$ cat src/rtl/useq_pkg.sv
package useq_pkg;

    localparam int ADDR_W  = 7;
    localparam int CW_W    = 16;
    localparam int STAT_W  = 3;
    localparam int ADDR_HI = (1 << ADDR_W) - 1;

    typedef enum logic [1:0] {
        BT_NEXT = 2'd0,
        BT_JUMP = 2'd1,
        BT_MAP  = 2'd2,
        BT_HOME = 2'd3
    } btype_e;

    typedef enum logic [1:0] {
        CS_ONE = 2'd0,
        CS_ST0 = 2'd1,
        CS_ST1 = 2'd2,
        CS_ST2 = 2'd3
    } csel_e;

    typedef struct packed {
        logic [CW_W-1:0]   cw;
        csel_e             csel;
        btype_e            btype;
        logic [ADDR_W-1:0] target;
    } uword_t;

    localparam logic [ADDR_W-1:0] HOME_ADDR = '0;

    function automatic uword_t mk_word(logic [CW_W-1:0] cw, csel_e cs,
                                       btype_e bt, int unsigned tgt);
        uword_t w;
        w.cw     = cw;
        w.csel   = cs;
        w.btype  = bt;
        w.target = ADDR_W'(tgt);
        return w;
    endfunction

    // Built-in microprogram; unlisted locations hold a filler word.
    function automatic uword_t rom_word(logic [ADDR_W-1:0] a);
        uword_t w;
        case (a)
            7'd0:   w = mk_word(16'h0001, CS_ST0, BT_JUMP, 10);
            7'd1:   w = mk_word(16'h0002, CS_ONE, BT_NEXT, 0);
            7'd2:   w = mk_word(16'h0004, CS_ONE, BT_JUMP, 20);
            7'd10:  w = mk_word(16'h0010, CS_ONE, BT_MAP,  0);
            7'd20:  w = mk_word(16'h0020, CS_ST1, BT_JUMP, 30);
            7'd21:  w = mk_word(16'h0040, CS_ONE, BT_HOME, 0);
            7'd30:  w = mk_word(16'h0080, CS_ST2, BT_JUMP, 127);
            7'd31:  w = mk_word(16'h0100, CS_ONE, BT_HOME, 0);
            7'd127: w = mk_word(16'h8000, CS_ONE, BT_NEXT, 0);
            default: w = mk_word({8'hA5, 1'b0, a}, CS_ONE, BT_NEXT, 0);
        endcase
        return w;
    endfunction

endpackage

$ cat src/rtl/useq_rom.sv
module useq_rom
    import useq_pkg::*;
(
    input  logic [ADDR_W-1:0] addr,
    output uword_t            word
);
    // Pure combinational lookup: output follows the address, no strobe.
    always_comb begin
        word = rom_word(addr);
    end
endmodule

$ cat src/rtl/useq_cond_mux.sv
module useq_cond_mux
    import useq_pkg::*;
(
    input  csel_e             csel,
    input  logic [STAT_W-1:0] status,
    output logic              cond
);
    always_comb begin
        unique case (csel)
            CS_ONE:  cond = 1'b1;
            CS_ST0:  cond = status[0];
            CS_ST1:  cond = status[1];
            CS_ST2:  cond = status[2];
            default: cond = 1'b0;
        endcase
    end
endmodule

$ cat src/rtl/useq_next_addr.sv
module useq_next_addr
    import useq_pkg::*;
(
    input  logic              rst,
    input  logic              start,
    input  logic [ADDR_W-1:0] car,
    input  uword_t            word,
    input  logic              cond,
    input  logic [ADDR_W-1:0] map_addr,
    output logic [ADDR_W-1:0] nxt
);
    logic [ADDR_W-1:0] inc;

    always_comb begin
        inc = car + ADDR_W'(1);   // natural wrap at the top address
        if (rst || start) begin
            nxt = HOME_ADDR;
        end else begin
            unique case (word.btype)
                BT_NEXT: nxt = inc;
                BT_JUMP: nxt = cond ? word.target : inc;
                BT_MAP:  nxt = map_addr;
                BT_HOME: nxt = HOME_ADDR;
                default: nxt = HOME_ADDR;
            endcase
        end
    end
endmodule

$ cat src/rtl/useq_engine.sv
module useq_engine
    import useq_pkg::*;
(
    input  logic              clk,
    input  logic              rst,
    input  logic              start,
    input  logic [ADDR_W-1:0] map_addr,
    input  logic [STAT_W-1:0] status,
    output logic [CW_W-1:0]   ctrl_word,
    output logic [ADDR_W-1:0] cur_addr
);
    logic [ADDR_W-1:0] car;
    logic [ADDR_W-1:0] nxt;
    uword_t            uword;
    logic              cond;

    useq_rom u_rom (
        .addr (car),
        .word (uword)
    );

    useq_cond_mux u_cond (
        .csel   (uword.csel),
        .status (status),
        .cond   (cond)
    );

    useq_next_addr u_nxt (
        .rst      (rst),
        .start    (start),
        .car      (car),
        .word     (uword),
        .cond     (cond),
        .map_addr (map_addr),
        .nxt      (nxt)
    );

    // The only clocked element of the engine.
    always_ff @(posedge clk) begin
        car <= nxt;
    end

    assign cur_addr  = car;
    assign ctrl_word = uword.cw;
endmodule

$ cat config.mk
export PLATFORM = sky130hd
export DESIGN_NAME = useq_engine
export DESIGN_NICKNAME = d
export VERILOG_FILES = /design/src/rtl/useq_pkg.sv /design/src/rtl/useq_rom.sv /design/src/rtl/useq_cond_mux.sv /design/src/rtl/useq_next_addr.sv /design/src/rtl/useq_engine.sv
export SDC_FILE = /design/constraint.sdc
export NUM_CORES = 1
export LEC_CHECK = 0
export BUFFER_PORTS_ARGS = -buffer_cell sky130_fd_sc_hd__buf_2
export CAP_MARGIN = 25
export CORE_MARGIN = 2
export CORE_UTILIZATION = 49
export CTS_BUF_LIST = sky130_fd_sc_hd__clkbuf_2
export CTS_CLUSTER_DIAMETER = 200
export DETAILED_ROUTE_END_ITERATION = 8
export GPL_TIMING_DRIVEN = 0
export PLACE_DENSITY = 0.81
export SKIP_LAST_GASP = 1
export SLEW_MARGIN = 10
export SYNTH_ARGS = -nofsm -noshare
export SYNTH_HDL_FRONTEND = slang
export SYNTH_SLANG_ARGS = --single-unit
$ cat constraint.sdc
create_clock -name clk -period 2.91 [get_ports clk]
set_clock_uncertainty 0.2 [all_clocks]
set_input_delay 0.1455 -clock clk [delete_from_list [all_inputs] [get_ports clk]]
set_output_delay 0.1455 -clock clk [all_outputs]
set_load 0.1 [all_outputs]
==> flow_metrics.env <==
export IMPL_status="completed"
export IMPL_grt_max_degree=11
export IMPL_die_w_um=46.1
export IMPL_hp_class="input pin to register"
export IMPL_cts_root_buf="clkbuf_2"
export IMPL_period_share_pct=96.7
export IMPL_clock_fmax_mhz=355
export IMPL_startpoint="cur_addr[5]"
export IMPL_critPathKind="register to output pin"
export IMPL_portBuffers=31
export IMPL_core_area_mm2=0.00169
export IMPL_pre_cts_slack_ns=0.174
export IMPL_min_period_ns=2.81
export IMPL_dr_wl_met3_um=111
export IMPL_hold_viol_final=0
export IMPL_firstDrtPassIters=4
export IMPL_r2r_cells=7
export IMPL_grt_pass1_wl_mm=3.48
export IMPL_vias=965
export IMPL_placementRows=15
export IMPL_nFillCells=153
export IMPL_dr_first_iter_drc_count=29
export IMPL_grt_pass1_vias=828
export IMPL_multiInputGateArea_um2=673
export IMPL_cts_buffers_inserted=3
export IMPL_place_hpwl_mm=1.77
export IMPL_avgSynthCellArea_um2=7.67
export IMPL_crit_required_ns=2.56
export IMPL_largest_reg_flops=7
export IMPL_synth_edf_count=0
export IMPL_fin_util_pct=71.1
export IMPL_seq_area_um2=151
export IMPL_drt_met1_wl_mm=1.05
export IMPL_mostFrequentLayoutCells="26 x buf_2, 12 x buf_4, 8 x nand2_1"
export IMPL_maxSlewViolCount=0
export IMPL_post_drt_via_cell_ratio=5.61
export IMPL_met2_length_mm=1.16
export IMPL_ys_seq_elements=7
export IMPL_netlist_area_um2=867
export IMPL_ys_seq_area_share_pct=16.2
export IMPL_setup_viol=0
export IMPL_cap_violations=0
export IMPL_wl_mm=2.34
export IMPL_path_max_fanout=10
export IMPL_hold_start="map_addr[6]"
export IMPL_layout_commonest_cell="buf_2"
export IMPL_wl_per_cell_um=13.6
export IMPL_h_tree_depth=1
export IMPL_layout_cells_non_filler=172
export IMPL_hold_path_depth=3
export IMPL_dieArea_mm2=0.00212
export IMPL_die_h_um=46.1
export IMPL_globalplace_congestion=0.900
export IMPL_grt_overflow=0
export IMPL_antenna_found_initial=0
export IMPL_ys_flop_type="dfxtp_1"
export IMPL_clk_path_buf_depth=2
export IMPL_path_clk_slew_ns=0.07
export IMPL_synth_cell_type_count=44
export IMPL_drive_gt1_share_pct=46.5
export IMPL_r2r_start="cur_addr[0]"
export IMPL_area_growth_pct=38.5
export IMPL_cts_sinks=7
export IMPL_ys_warn_count=0
export IMPL_start_kind="register"
export IMPL_fin_ws_ns=0.0954
export IMPL_io_pins=36
export IMPL_tns_ns=0
export IMPL_cp_arrival_ns=2.47
export IMPL_start_util_pct=51.3
export IMPL_placed_cells=164
export IMPL_nets=173
export IMPL_rsz0062_at_grt="no"
export IMPL_critPathCaptureType="output pin"
export IMPL_ant_nets=0
export IMPL_syn_inst=113
export IMPL_cts_tree="yes"
export IMPL_post_route_drc_count=0
export IMPL_clock_latency_ns=0.23
export IMPL_highest_layer="met4"
export IMPL_track_usage_pct=22.1
export IMPL_antenna_cells=0
export IMPL_synthArstFlopShare_pct=0
[critical path: stages (launching register included)]
cell	delay, ns
dfxtp_2	0.32
buf_2	0.17
or4_4	0.52
buf_6	0.16
nor3b_4	0.22
a21oi_2	0.06
and2_4	0.17
buf_6	0.13
or2_2	0.30
buf_6	0.19
[final cells by class]
class	count	area share [%]
plain buffers	13	7.81
clock buffers	4	1.67
inverters	6	1.88
well taps	17	1.77
repair buffers	35	18.2
flip-flops and latches	7	12.6
multi-input cells	90	56.0
[per-stage QoR]
stage | hold slack, ns | instance area [um2]
after floorplan | 0.0797 | 928
final | 0.00956 | 1200
after detailed placement | 0.195 | 1100
after CTS | 0.00635 | 1180
after global placement | 0.196 | 1100
after global routing | 0.0342 | 1200
[routing by layer]
| metal | track usage [%] | up-vias |
|---|---|---|
| met5 | 0 | - |
| met4 | 3.43 | 0 |
| met3 | 5.49 | 2 |
| met2 | 37.5 | 30 |
| met1 | 28.6 | 447 |
| li1 | - | 486 |
[synth_stat cells (2+ instances only)]
| cell type | count | area [um2] |
|---|---|---|
| nor3b_1 | 2 | 15.0 |
| xnor2_1 | 3 | 26.3 |
| ha_1 | 4 | 50.1 |
| o21ai_0 | 2 | 10.0 |
| xor2_1 | 2 | 17.5 |
| nand2_1 | 8 | 30.0 |
| buf_4 | 5 | 37.5 |
| nor3_1 | 6 | 30.0 |
| a21o_1 | 6 | 45.0 |
| nor2_1 | 7 | 26.3 |
| buf_2 | 3 | 15.0 |
| a21oi_1 | 5 | 25.0 |
| dfxtp_1 | 7 | 140 |
| nand3b_1 | 3 | 22.5 |
| buf_6 | 3 | 33.8 |
| o21bai_1 | 3 | 22.5 |
| nand3_1 | 2 | 10.0 |
| nand2b_1 | 2 | 12.5 |
| a221oi_1 | 2 | 17.5 |
| inv_1 | 6 | 22.5 |
| mux2i_1 | 2 | 20.0 |
| a211oi_1 | 5 | 37.5 |
| o22a_1 | 2 | 17.5 |
| o22ai_1 | 3 | 18.8 |
[final timing paths]
path	slack (ns)	endpoint
setup / recovery	0.1	ctrl_word[8]
hold / removal	0.01	cur_addr[6]
setup reg to reg	0.59	cur_addr[2]
hold reg to reg	0.32	cur_addr[0]
[logic make-up after synthesis]
family                     count (synthesis)  synth area share, %
buffers and inverters                     19                 13.4
xor gates and xnor gates                   5                 5.05
and+or+nand+nor                           42                 29.3
adders and majority gates                  4                 5.77
other                                      1                0.432
DFF                                        7                 16.2
muxes                                      2                 2.31
AOI/OAI and AO/OA                         33                 27.6
[repair_timing]
action                                  in CTS  in global routing
gates resized for setup                      8                  5
endpoints found under the setup margin       8                  9
hold endpoints to repair                     4                  0
hold buffers                                 4                  0
setup buffers                                0                  0
Power is not shown: default switching activity piles up to over one toggle a cycle in this logic, so the estimate is an artifact.
